[config.mk]
export PLATFORM = sky130hd
export DESIGN_NAME = dtw_analysis_stage
export DESIGN_NICKNAME = d
export VERILOG_FILES = /design/src/rtl/dtw_pkg.sv /design/src/rtl/dtw_tapline.sv /design/src/rtl/dtw_fir_bank.sv /design/src/rtl/dtw_analysis_stage.sv
export SDC_FILE = /design/constraint.sdc
export NUM_CORES = 1
export LEC_CHECK = 0
export BUFFER_PORTS_ARGS = -buffer_cell sky130_fd_sc_hd__buf_2
export CAP_MARGIN = 20
export CORE_MARGIN = 2
export CORE_UTILIZATION = 55
export CTS_BUF_LIST = sky130_fd_sc_hd__clkbuf_4 sky130_fd_sc_hd__clkbuf_8
export DETAILED_ROUTE_END_ITERATION = 8
export PLACE_DENSITY_LB_ADDON = 0.2
export SLEW_MARGIN = 25
export SYNTH_ARGS = -nofsm -noshare
export SYNTH_HDL_FRONTEND = slang
export SYNTH_SLANG_ARGS = --single-unit
export TNS_END_PERCENT = 10
[constraint.sdc]
create_clock -name clk -period 33.6 [get_ports clk]
set_input_delay 0 -clock clk [delete_from_list [all_inputs] [get_ports clk]]
set_output_delay 0 -clock clk [all_outputs]
set_load 0.02 [all_outputs]
[src/rtl/dtw_pkg.sv]
package dtw_pkg;
    parameter int unsigned SMP_W = 16;
    parameter int unsigned NFILT = 4;

    typedef logic signed [SMP_W-1:0] sample_t;
    typedef sample_t [NFILT-1:0] coef_vec_t;

    // Filter order inside a coefficient vector and inside a packed tap set.
    typedef enum logic [1:0] {
        FLT_LO_A = 2'd0,
        FLT_HI_A = 2'd1,
        FLT_LO_B = 2'd2,
        FLT_HI_B = 2'd3
    } flt_e;
endpackage

[src/rtl/dtw_tapline.sv]
module dtw_tapline
    import dtw_pkg::*;
#(
    parameter int unsigned NTAP = 10
) (
    input  logic                clk,
    input  logic                rst_n,
    input  logic                clr,
    input  logic                push,
    input  sample_t             din,
    output sample_t [NTAP-1:0]  win,
    output logic                emit
);
    localparam int unsigned HIST = NTAP - 1;

    typedef struct packed {
        sample_t [HIST-1:0] line;   // index 0 holds the newest stored sample
        logic               odd;    // next accepted sample has an odd number
    } hist_t;

    hist_t s_d, s_q;

    always_comb begin
        s_d = s_q;
        if (clr) begin
            s_d = '0;
        end else if (push) begin
            s_d.line = {s_q.line[HIST-2:0], din};
            s_d.odd  = !s_q.odd;
        end
    end

    always_ff @(posedge clk or negedge rst_n) begin
        if (!rst_n) s_q <= '0;
        else        s_q <= s_d;
    end

    assign win  = {s_q.line, din};
    assign emit = push && !clr && !s_q.odd;

    AST_CLEAR_FLUSH: assert property (@(posedge clk) disable iff (!rst_n)
        clr |=> (s_q == '0));
    AST_IDLE_HOLD: assert property (@(posedge clk) disable iff (!rst_n)
        (!push && !clr) |=> $stable(s_q));
endmodule

[src/rtl/dtw_fir_bank.sv]
module dtw_fir_bank
    import dtw_pkg::*;
#(
    parameter int unsigned NTAP   = 10,
    parameter int unsigned COEF_W = 16,
    parameter int unsigned FRAC   = 14,
    parameter logic [NFILT*NTAP*COEF_W-1:0] TAPS_FIRST = '0,
    parameter logic [NFILT*NTAP*COEF_W-1:0] TAPS_LATER = '0
) (
    input  sample_t [NTAP-1:0] win,
    input  logic               later,
    output coef_vec_t          res
);
    localparam int unsigned PROD_W = SMP_W + COEF_W;
    localparam int unsigned ACC_W  = PROD_W + $clog2(NTAP);
    localparam int unsigned RND_W  = ACC_W + 1;
    localparam logic signed [RND_W-1:0] HALF_LSB = RND_W'(1) << (FRAC - 1);
    localparam logic signed [RND_W-1:0] SAT_HI   = RND_W'((1 << (SMP_W - 1)) - 1);
    localparam logic signed [RND_W-1:0] SAT_LO   = ~SAT_HI;

    for (genvar f = 0; f < NFILT; f++) begin : g_filt
        sample_t res_f;

        always_comb begin : mac
            logic signed [COEF_W-1:0] tap_v;
            logic signed [PROD_W-1:0] prod_v;
            logic signed [ACC_W-1:0]  acc_v;
            logic signed [RND_W-1:0]  rnd_v;
            acc_v = '0;
            for (int i = 0; i < NTAP; i++) begin
                tap_v  = later ? TAPS_LATER[(f*NTAP+i)*COEF_W +: COEF_W]
                               : TAPS_FIRST[(f*NTAP+i)*COEF_W +: COEF_W];
                prod_v = win[i] * tap_v;
                acc_v  = acc_v + ACC_W'(prod_v);
            end
            rnd_v = RND_W'(acc_v) + HALF_LSB;
            rnd_v = rnd_v >>> FRAC;
            if (rnd_v > SAT_HI)      res_f = SAT_HI[SMP_W-1:0];
            else if (rnd_v < SAT_LO) res_f = SAT_LO[SMP_W-1:0];
            else                     res_f = rnd_v[SMP_W-1:0];
        end

        assign res[f] = res_f;
    end
endmodule

[src/rtl/dtw_analysis_stage.sv]
module dtw_analysis_stage
    import dtw_pkg::*;
#(
    parameter int unsigned NTAP   = 10,
    parameter int unsigned COEF_W = 16,
    parameter int unsigned FRAC   = 14,
    parameter logic [NFILT*NTAP*COEF_W-1:0] TAPS_FIRST =
        {(NFILT*NTAP){COEF_W'(1 << (FRAC - 3))}},
    parameter logic [NFILT*NTAP*COEF_W-1:0] TAPS_LATER =
        {(NFILT*NTAP){COEF_W'(1 << (FRAC - 4))}}
) (
    input  logic                    clk,
    input  logic                    rst_n,
    input  logic                    clr,
    input  logic                    in_valid,
    input  logic signed [SMP_W-1:0] in_data,
    input  logic                    stage_later,
    output logic signed [SMP_W-1:0] lo_a,
    output logic                    lo_a_vld,
    output logic signed [SMP_W-1:0] hi_a,
    output logic                    hi_a_vld,
    output logic signed [SMP_W-1:0] lo_b,
    output logic                    lo_b_vld,
    output logic signed [SMP_W-1:0] hi_b,
    output logic                    hi_b_vld
);
    typedef struct packed {
        logic      vld;
        coef_vec_t coef;
    } out_t;

    sample_t [NTAP-1:0] win;
    logic               emit;
    coef_vec_t          res;
    out_t               s_d, s_q;

    dtw_tapline #(.NTAP(NTAP)) u_tapline (
        .clk   (clk),
        .rst_n (rst_n),
        .clr   (clr),
        .push  (in_valid),
        .din   (in_data),
        .win   (win),
        .emit  (emit)
    );

    dtw_fir_bank #(
        .NTAP       (NTAP),
        .COEF_W     (COEF_W),
        .FRAC       (FRAC),
        .TAPS_FIRST (TAPS_FIRST),
        .TAPS_LATER (TAPS_LATER)
    ) u_bank (
        .win   (win),
        .later (stage_later),
        .res   (res)
    );

    always_comb begin
        s_d     = s_q;
        s_d.vld = emit;
        if (emit) s_d.coef = res;
    end

    always_ff @(posedge clk or negedge rst_n) begin
        if (!rst_n) s_q <= '0;
        else        s_q <= s_d;
    end

    assign lo_a     = s_q.coef[FLT_LO_A];
    assign hi_a     = s_q.coef[FLT_HI_A];
    assign lo_b     = s_q.coef[FLT_LO_B];
    assign hi_b     = s_q.coef[FLT_HI_B];
    assign lo_a_vld = s_q.vld;
    assign hi_a_vld = s_q.vld;
    assign lo_b_vld = s_q.vld;
    assign hi_b_vld = s_q.vld;

    AST_NO_BACK_TO_BACK: assert property (@(posedge clk) disable iff (!rst_n)
        lo_a_vld |=> !lo_a_vld);
    AST_OUT_NEEDS_INPUT: assert property (@(posedge clk) disable iff (!rst_n)
        hi_a_vld |-> $past(in_valid));
    AST_HOLD_BETWEEN: assert property (@(posedge clk) disable iff (!rst_n)
        !lo_b_vld |-> $stable(lo_b));
    AST_QUIET_AFTER_CLEAR: assert property (@(posedge clk) disable iff (!rst_n)
        clr |=> !hi_b_vld);
endmodule

# Word-level counts from Yosys, hierarchy flattened
# Cells that the tools add are included.
# Widths: inputs -> output; s select.
# word_totals
register_bits	162
inputBits	21
output_inout_bits	68
wordCells	44
# op_classes
mux	5
add_sub_neg	10
magnitude_cmp	2
reduce_logical	5
n_mul	10
# op_table
op	count
$mul 16x13->29	10
$mux 145	2
$add 36x32->36	7
$add 36x15->37 const B	1
$mux 16	2
$add 30x29->31	1
$add 29x29->30	1
$gt 23x16->1 const B	1
$lt 23x16->1 const B	1
$mux 12	1
$logic_and 1x1->1	2
$logic_not 1->1	2
$reduce_bool 2->1	1

# Depth between registers and ports, before layout
# Gate-level depths: netlist of the first run.
# depth
word_depth	15
mapped_depth	49
ltp_nobuf	43

# Hierarchy
# A second synthesis of the first run with hierarchy kept.
# hier_totals
cells_unflattened	2600
area_unflattened_um2	27432.6
# by_module_without_submodules
module	cells_per_inst	instances	area_per_inst_um2	seq_area_each_um2
dtw_fir_bank	1833	1	17483.0	0.0
dtw_tapline	628	1	7223.2	3628.5
dtw_analysis_stage	139	1	2726.4	1626.6

# Worst setup path before layout of the first run
# No wires, ideal clock.
# synth_path
kind	input to register
startpoint	input port stage_later
endpoint	register s_q (netlist bit lo_b[5])
arrival_ns	11.148
required_time_ns	33.458
cell_stages	46
path_slack_ns	22.310
cell_sequence	buf_4 clkbuf_1 clkbuf_1 mux2i_1 fa_1 inv_1 fa_1 inv_1 fa_1 fa_1 inv_1 fa_1 ha_1 ha_1 a21o_1 a21oi_1 o21ai_0 a21oi_1 [... 10 more ...] fa_1 inv_1 fa_1 inv_1 ha_1 clkbuf_1 nand4_1 nor2_1 a41oi_1 nand3_1 a31oi_1 a21oi_2 or3_1 a2111oi_0 o22ai_1 nand2_1 buf_6 a311oi_2
# synth_between
elab_chain_len	15
elab_cells_between_ends	25
cone_classes	add/sub (10); mul (10); order compare (2); mux (3)
# synth_rtl
item	line	source
start, declared	dtw_analysis_stage.sv:17	input logic stage_later,
$mux 12 *	dtw_fir_bank.sv:31	tap_v = later ? TAPS_LATER[(f*NTAP+i)*COEF_W +: COEF_W]
$mul 16x13->29	dtw_fir_bank.sv:33	prod_v = win[i] * tap_v;
$add 29x29->30	dtw_fir_bank.sv:34	acc_v = acc_v + ACC_W'(prod_v);
$add 30x29->31	dtw_fir_bank.sv:34	
$add 36x32->36 (6 in series)	dtw_fir_bank.sv:34	
$add 36x32->36 *	dtw_fir_bank.sv:34	
$add 36x15->37 *	dtw_fir_bank.sv:36	rnd_v = RND_W'(acc_v) + HALF_LSB;
$lt 23x16->1	dtw_fir_bank.sv:39	else if (rnd_v < SAT_LO) res_f = SAT_LO[SMP_W-1:0];
$mux 16	dtw_fir_bank.sv:39	
$mux 16 *	dtw_fir_bank.sv:38	if (rnd_v > SAT_HI) res_f = SAT_HI[SMP_W-1:0];
end signal, assigned	dtw_analysis_stage.sv:66	if (!rst_n) s_q <= '0;
end signal, assigned	dtw_analysis_stage.sv:67	else s_q <= s_d;
end, declared	dtw_analysis_stage.sv:35	out_t s_d, s_q;
# Mark *: on every way between the ends. The rest lies on a longest branch, timed or not.
# A chain may end at the register's enable or synchronous reset.

# Final worst setup path of the first run
# layout_path
startpoint	register u_tapline.s_q (netlist bit u_tapline.win[19])
endpoint	register s_q (netlist bit lo_b[3])
# layout_between
elab_chain_len	14
elab_cells_between_ends	15
cone_classes	add/sub (10); mul (1); order compare (2); mux (2)
# layout_rtl
item	line	source
start, declared	dtw_tapline.sv:21	hist_t s_d, s_q;
start signal, assigned	dtw_tapline.sv:34	if (!rst_n) s_q <= '0;
start signal, assigned	dtw_tapline.sv:35	else s_q <= s_d;
$mul 16x13->29 *	dtw_fir_bank.sv:33	
$add 29x29->30 *	dtw_fir_bank.sv:34	
$add 30x29->31 *	dtw_fir_bank.sv:34	
$add 36x32->36 * (7 in series)	dtw_fir_bank.sv:34	
$add 36x15->37 *	dtw_fir_bank.sv:36	
$lt 23x16->1	dtw_fir_bank.sv:39	
$mux 16	dtw_fir_bank.sv:39	
$mux 16 *	dtw_fir_bank.sv:38	
# Marked as above.

==> results.cfg, run 1 <==
[outcome]
status = complete, no violations

[logic_synthesis]
synth-edff-count = 0
synthCells = 2476
synth_top_cell_area_share = 0.209
muxShareOfSynthArea = 0.114
synthAdderAreaFrac = 0.398
yosys.area_share.simple = 0.0987
async_flop_share = 1.00
synth_top_family_by_area = adder cells
synth_xor_area_frac = 0.0460
ys_seq_area_frac = 0.169
synthDistinctLibCells = 81
yosysWarnings = 0
synthTopCellsByArea = ha_1 21%, fa_1 19%, dfrtp_1 17%
synth.most_common_cell = inv_1
synth_seq_cells = 162
synth-main-ff-cell = dfrtp_1
yosysTopAreaCell = ha_1
synth_common_cells = 404 x inv_1, 399 x ha_1, 227 x fa_1, 227 x nor2_1, 171 x mux2i_1
synth_compound_area_frac = 0.0800
mappedNetlistArea_um2 = 23900
syn_avg_cell_area_um2 = 9.67

[placed_design]
dpl.hpwl_mm = 44.6
io_buffer_count = 88
gp_congestion = 0.927
dpl_cell_area_um2 = 24900

[sta]
timing.fmax_ghz = 0.0824
rsz0062_at_grt = false
post-route-min-period_ns = 12.14
finalSetupViolCount = 0
skew_ns = 0.0299
slew_headroom = 0.332
final.period_utilization = 0.361
drv_slew = 0
tightest_slew_ns = 1.00
fin_tns_setup_ns = 0
hold_violations = 0

[floorplanning]
die_w_um = 213
die-area_um2 = 45200
initial_core_util = 0.557
dieHeight_um = 213
core_area_um2 = 43000
ios = 89
row_count = 76

[grt]
grt_max_degree = 101
grt-ovfl-total = 0
antenna_found_initial = 2
grt_pass1_vias = 17700
track_usage = 0.259
grt_pass1_wl_mm = 90.8

[clock_network]
cts.clk_slew.worst_paths_ns = 0.13
cts.sinks = 162
clock-root-buffer = clkbuf_8
htreeDepth = 4
post_cts_buffers = 0
clk_latency_ns = 0.59
cts_resized = 0
numCtsBuffers = 17
clock_path_buffers = 2
cts_tree = done

[min_path]
hold_path.class = in -> async

[setup_path]
crit_start = u_tapline.win[19]$_DFFE_PN0P_
rrSetupSlack_ns = 21.46
reg2regPathDepth = 41
cp-start-kind = flop
crit_type = reg -> reg
timing.rr.end = lo_b[3]$_DFFE_PN0P_
crit_top_cell = fa_1
cp.required_ns = 34.01
r2r_start = u_tapline.win[19]$_DFFE_PN0P_
cp_slowest_cell = fa_1
cp.arrival_ns = 12.55
cp-end-kind = flop
crit_end = lo_b[3]$_DFFE_PN0P_
max_stage_delay_ns = 0.57
cp_max_fo = 14

[routing]
wl_mm = 55.6
drc = 0
ant_nets = 0
wl_per_cell_um = 17.3
drtPass1Iterations = 5
num_vias = 17000
drt_iter0_drc = 822
via_per_inst = 5.29

[cells_and_area]
final_area_um2 = 25700
nFillCells = 3781
drive_above_1_share = 0.0969
nNetsFinal = 3266
area_growth_pct = 7.31

[run]
max-cap-violations = 0
-- per-stage QoR --
step / hold WS (ns) / cells / setup slack [ns] / util
after floorplan: -0.296 / 2597 / 22.31 / -
after global placement: 0.179 / 3152 / 21.46 / 0.580
after detailed placement: 0.182 / 3152 / 21.02 / 0.580
after CTS: 0.0863 / 3217 / 21.54 / 0.597
after global routing: 0.163 / 3219 / 20.85 / 0.598
final: 0.0934 / 3219 / 21.46 / 0.598
-- critical path: cells and delay by family, from the launching register on --
family | cells | cell delay, ns
mux | 1 | 0.15
xor+xnor | 1 | 0.11
flops | 1 | 0.45
compound gates | 14 | 3.58
buf+inv | 7 | 0.40
simple gates | 6 | 1.49
fa+ha+maj | 12 | 5.81
-- registers in the layout, summed over array words and instances, names as in the netlist --
name	cells
hi_a_vld	1
u_tapline.win	144
lo_b	16
u_tapline.s_q	1
-- metal layers --
| metal | wire, um | part of all wire | global-route usage |
|---|---|---|---|
| met2 | 27400 | 0.49 | 0.449 |
| met4 | 1080 | 0.019 | 0.0745 |
| met1 | 25400 | 0.46 | 0.338 |
| met5 | 0 | 0 | 0 |
| met3 | 1830 | 0.033 | 0.0334 |
-- final cells by class --
| cell class | count | area [um^2] | area share |
|---|---|---|---|
| inverters | 406 | 1520 | 0.0593 |
| well taps | 585 | 732 | 0.0285 |
| multi-input cells | 1904 | 18100 | 0.705 |
| clock inverters | 14 | 168 | 0.00653 |
| repair buffers | 128 | 852 | 0.0332 |
| flip-flops and latches | 162 | 4050 | 0.158 |
| diodes | 2 | 5.00 | 0.000195 |
| clock buffers | 18 | 241 | 0.00940 |
-- cells in the final DEF, fill, tap and decap left out, types with 22 or more instances in the layout --
cell type      netlist  routed
dfrtp_1            162     162
conb_1               2     123
a21o_1              28      28
a21oi_1             74      74
nand3_1             22      22
dlygate4sd3_1        0      33
nor2b_1             47      47
xnor2_1             92      91
mux2i_1            171     171
mux2_2              90      90
o21ai_0             69      69
buf_2                6      84
fa_1               227     227
ha_1               399     399
inv_1              404     404
nor2_1             227     227
nand2_1             69      69
nand2b_1            26      26
and2_1              44      44
xor2_1              30      30
-- worst min path at each step --
| stage | endpoint | slack [ns] | depth (start not counted) | start |
|---|---|---|---|---|
| 2_1_floorplan | hi_a_vld$_DFF_PN0_ | -0.30 | 0 | rst_n |
| 3_3_place_gp | u_tapline.win[121]$_DFFE_PN0P_ | 0.18 | 1 | rst_n |
| 3_5_place_dp | u_tapline.win[103]$_DFFE_PN0P_ | 0.18 | 1 | rst_n |
| 4_1_cts | u_tapline.win[133]$_DFFE_PN0P_ | 0.09 | 2 | rst_n |
| 5_1_grt | u_tapline.win[154]$_DFFE_PN0P_ | 0.16 | 2 | rst_n |
| 6_report | u_tapline.win[133]$_DFFE_PN0P_ | 0.09 | 2 | rst_n |
-- timing repair --
action	4_1_cts	5_1_grt
hold buffers	33	0
setup endpoints to repair	0	0
hold endpoints to repair	178	0
-- kinds of logic (layout without fill, tap and decap cells) --
family | count (synthesis) | after routing
adders and majority gates | 626 | 626
buffers and inverters | 531 | 566
and+or+nand+nor | 496 | 496
AOI/OAI and AO/OA | 274 | 274
muxes | 261 | 261
DFF | 162 | 162
xor gates and xnor gates | 124 | 124
other | 2 | 125
Power of run 1 is not shown: default switching activity piles up to over one toggle a cycle in this logic, so the estimate is an artifact.
==> run 2, diff against run 1 <==
==> constraint.sdc (replaced) <==
create_clock -name clk -period 12.4 [get_ports clk]
set_input_delay 0 -clock clk [delete_from_list [all_inputs] [get_ports clk]]
set_output_delay 0 -clock clk [all_outputs]
set_load 0.02 [all_outputs]
==> results.cfg, run 2 (same netlist as run 1, synthesis figures left out) <==
[outcome]
status = complete, no violations

[routing]
via_per_inst = 5.31
wl_per_cell_um = 17.1
drt_iter0_drc = 832
ant_nets = 0
num_vias = 17100
wl_mm = 54.9
drtPass1Iterations = 7
drc = 0

[clock_network]
clock_path_buffers = 2
post_cts_buffers = 0
numCtsBuffers = 17
cts_tree = done
cts.sinks = 162
htreeDepth = 4
clk_latency_ns = 0.58
cts.clk_slew.worst_paths_ns = 0.10
clock-root-buffer = clkbuf_8

[grt]
grt_pass1_vias = 17600
track_usage = 0.259
grt_pass1_wl_mm = 91.4
grt-ovfl-total = 0
grt_max_degree = 103
antenna_found_initial = 0

[cells_and_area]
mostFrequentLayoutCells = 404 x inv_1, 399 x ha_1, 227 x nor2_1, 227 x fa_1, 171 x mux2i_1
final_common_cell = inv_1
nNetsFinal = 3271
drive_above_1_share = 0.0994
fin_cells = 3222
area_growth_pct = 7.59
largest_reg_flops = 144
diodes = 0

[floorplanning]
row_count = 76
die_w_um = 213
die-area_um2 = 45200
dieHeight_um = 213
ios = 89
initial_core_util = 0.557
core_area_um2 = 43000

[setup_path]
cp.arrival_ns = 12.09
path_delay_family = adder cells
crit_top_cell = fa_1
cp.required_ns = 12.81
cp_max_fo = 15
cp-end-kind = flop
cp_slowest_cell = fa_1
max_stage_delay_ns = 0.55
cp-start-kind = flop
crit_type = reg -> reg
critPathBufInv = 5

[sta]
skew_ns = 0.0282
drv_slew = 0
timing.fmax_ghz = 0.0856
hold_violations = 0
slew_headroom = 0.306
fin_tns_setup_ns = 0
fin_ws_ns = 0.719
final.period_utilization = 0.942
rsz0062_at_grt = false
tightest_slew_ns = 1.04
finalSetupViolCount = 0
post-route-min-period_ns = 11.68

[placed_design]
io_buffer_count = 88
dpl.hpwl_mm = 43.8
dp_cells = 3155
gp_congestion = 0.897
dpl_worst_slack_ns = 0.457

[min_path]
hold_path.class = in -> async

[run]
max-cap-violations = 0
run 2: cell count changes in the layout (fill, tap and decap cells not counted), moves of 2 or more:
cell	change
inv_6	-2
buf_12	+2
buf_4	+2
clkbuf_4	+2
clkinvlp_4	+2
diode_2	-2
run 2: timing repair:
action / CTS / global route
resized for setup: 0 / 6
hold buffers: 34 / 0
setup endpoints to repair: 0 / 15
hold endpoints to repair: 144 / 0
run 2: metrics by stage:
step	utilization	cell area, um^2	hold slack, ns
2_1_floorplan	-	24400	-0.296
3_3_place_gp	0.581	25000	0.188
3_5_place_dp	0.581	25000	0.190
4_1_cts	0.598	25700	0.105
5_1_grt	0.599	25700	0.166
6_report	0.599	25700	0.118
run 2: final timing paths:
path                                                       end  slack, ns  depth (start not counted)                      startpoint
worst min register to register  u_tapline.win[153]$_DFFE_PN0P_       0.55                          2  u_tapline.win[153]$_DFFE_PN0P_
worst min-delay path            u_tapline.win[103]$_DFFE_PN0P_       0.12                          2                           rst_n
max in group asynchronous                  lo_b[5]$_DFFE_PN0P_      10.85                          3                           rst_n
worst max-delay path                       lo_b[6]$_DFFE_PN0P_       0.72                         40   u_tapline.win[20]$_DFFE_PN0P_
worst max register to register             lo_b[6]$_DFFE_PN0P_       0.72                         40   u_tapline.win[20]$_DFFE_PN0P_
min in group clk                 u_tapline.win[30]$_DFFE_PN0P_       0.29                          4                     in_data[14]
run 2: cell type report:
class	count	area [um^2]
Inverter	406	1520
Clock inverter	12	124
Sequential cell	162	4050
Clock buffer	20	256
Timing Repair Buffer	133	917
Fill cell	3787	17200
Tap cell	585	732
Multi-Input combinational cell	1904	18100
run 2: per-layer routing:
metal / global-route usage / share of wire / up-vias / routed length [um]
met5: 0 / 0 / - / 0
met4: 0.0781 / 0.020 / 0 / 1090
met3: 0.0328 / 0.029 / 56 / 1610
met2: 0.453 / 0.49 / 258 / 27100
met1: 0.336 / 0.46 / 8488 / 25100
li1: - / - / 8291 / -
Power of run 2 is left out for the same reason.
==> run 3, diff against run 2 <==
--- a/config.mk
+++ b/config.mk
@@ -11,7 +11,7 @@
 export CORE_UTILIZATION = 55
 export CTS_BUF_LIST = sky130_fd_sc_hd__clkbuf_4 sky130_fd_sc_hd__clkbuf_8
 export DETAILED_ROUTE_END_ITERATION = 8
-export PLACE_DENSITY_LB_ADDON = 0.2
+export PLACE_DENSITY = 0.72
 export SLEW_MARGIN = 25
 export SYNTH_ARGS = -nofsm -noshare
 export SYNTH_HDL_FRONTEND = slang
==> results.cfg, run 3 (same netlist as run 1, synthesis figures left out) <==
[setup_path]
crit_top_cell = fa_1
cp.required_ns = 12.80
reg2regPathDepth = 42
r2r_start = u_tapline.win[20]$_DFFE_PN0P_
cp_max_fo = 15
rrSetupSlack_ns = 0.73
cp.depth = 42
cp_slowest_cell = fa_1
path_delay_family = adder cells
timing.rr.end = lo_b[2]$_DFFE_PN0P_
max_stage_delay_ns = 0.56
crit_type = reg -> reg
crit_end = lo_b[2]$_DFFE_PN0P_
cp-end-kind = flop
cp.arrival_ns = 12.07
critPathBufInv = 8
crit_start = u_tapline.win[20]$_DFFE_PN0P_
cp-start-kind = flop

[floorplanning]
die_w_um = 213
ios = 89
dieHeight_um = 213
initial_core_util = 0.557
row_count = 76
core_area_um2 = 43000
die-area_um2 = 45200

[cells_and_area]
fin_cells = 3212
final_common_cell = inv_1
drive_above_1_share = 0.100
area_growth_pct = 7.28
largest_reg_flops = 144
diodes = 0
final_area_um2 = 25700
nNetsFinal = 3261
mostFrequentLayoutCells = 404 x inv_1, 399 x ha_1, 227 x nor2_1, 227 x fa_1, 171 x mux2i_1

[routing]
drt_iter0_drc = 887
wl_per_cell_um = 15.9
drc = 0
num_vias = 16700
via_per_inst = 5.19
wl_mm = 51.2
drtPass1Iterations = 5
ant_nets = 0

[clock_network]
cts.clk_slew.worst_paths_ns = 0.11
cts_tree = done
htreeDepth = 4
clock_path_buffers = 2
clk_latency_ns = 0.50
numCtsBuffers = 17
clock-root-buffer = clkbuf_8
cts.sinks = 162

[sta]
rsz0062_at_grt = true
final.period_utilization = 0.941
post-route-min-period_ns = 11.67
finalSetupViolCount = 0
holdWs_ns = 0.196
fin_tns_setup_ns = 0
skew_ns = 0.0160
slew_headroom = 0.389
drv_slew = 0
tightest_slew_ns = 0.917
hold_violations = 0
timing.fmax_ghz = 0.0857

[grt]
grt-ovfl-total = 0
antenna_found_initial = 0
track_usage = 0.238
grt_max_degree = 115
grt_pass1_vias = 17000
grt_pass1_wl_mm = 85.6

[min_path]
hold_path.class = in -> async

[run]
max-cap-violations = 0

[outcome]
status = complete, no violations

[placed_design]
dp_cells = 3155
dpl.hpwl_mm = 41.3
io_buffer_count = 88
gp_congestion = 0.854
dpl_cell_area_um2 = 25000
==> run 3: worst reg2reg max path: cells and delay by family, from the launching register on <==
kind	cells	cell delay [ns]
xor+xnor	2	0.44
fa+ha+maj	12	5.74
flops	1	0.40
compound gates	12	2.55
mux	1	0.11
buf+inv	8	0.54
simple gates	7	1.76
==> run 3: stage by stage <==
| step | setup WS [ns] | utilization |
|---|---|---|
| after floorplan | 1.11 | - |
| after global placement | 0.591 | 0.581 |
| after detailed placement | 0.481 | 0.581 |
| after CTS | 0.448 | 0.596 |
| after global routing | 0.0261 | 0.597 |
| final | 0.730 | 0.597 |
==> run 3: worst min-delay path by stage <==
stage                  start                             to  depth (start not counted)
floorplan              rst_n             hi_a_vld$_DFF_PN0_                          0
global placement       rst_n  u_tapline.win[31]$_DFFE_PN0P_                          1
detailed placement     rst_n  u_tapline.win[31]$_DFFE_PN0P_                          1
CTS                 in_valid  u_tapline.win[58]$_DFFE_PN0P_                          3
global route        in_valid  u_tapline.win[40]$_DFFE_PN0P_                          3
finish                 rst_n  u_tapline.win[47]$_DFFE_PN0P_                          2
==> run 3: layout make-up <==
| type | count | area [um^2] |
|---|---|---|
| Multi-Input combinational cell | 1904 | 18100 |
| Fill cell | 3778 | 17300 |
| Sequential cell | 162 | 4050 |
| Inverter | 406 | 1520 |
| Timing Repair Buffer | 123 | 820 |
| Tap cell | 585 | 732 |
| Clock buffer | 17 | 234 |
| Clock inverter | 15 | 170 |
==> run 3: layer usage <==
layer	GRT usage	vias to the layer above	wire [um]
met5	0	-	0
met2	0.404	265	24700
li1	-	8247	-
met4	0.0591	0	1100
met3	0.0352	51	1910
met1	0.320	8122	23500
==> run 3: timing repair <==
action | in CTS | in global routing
hold endpoints to repair | 140 | 0
hold buffers | 24 | 0
setup buffers | 0 | 1
gates resized for setup | 0 | 8
setup endpoints to repair | 0 | 15
Power of run 3 is left out for the same reason.
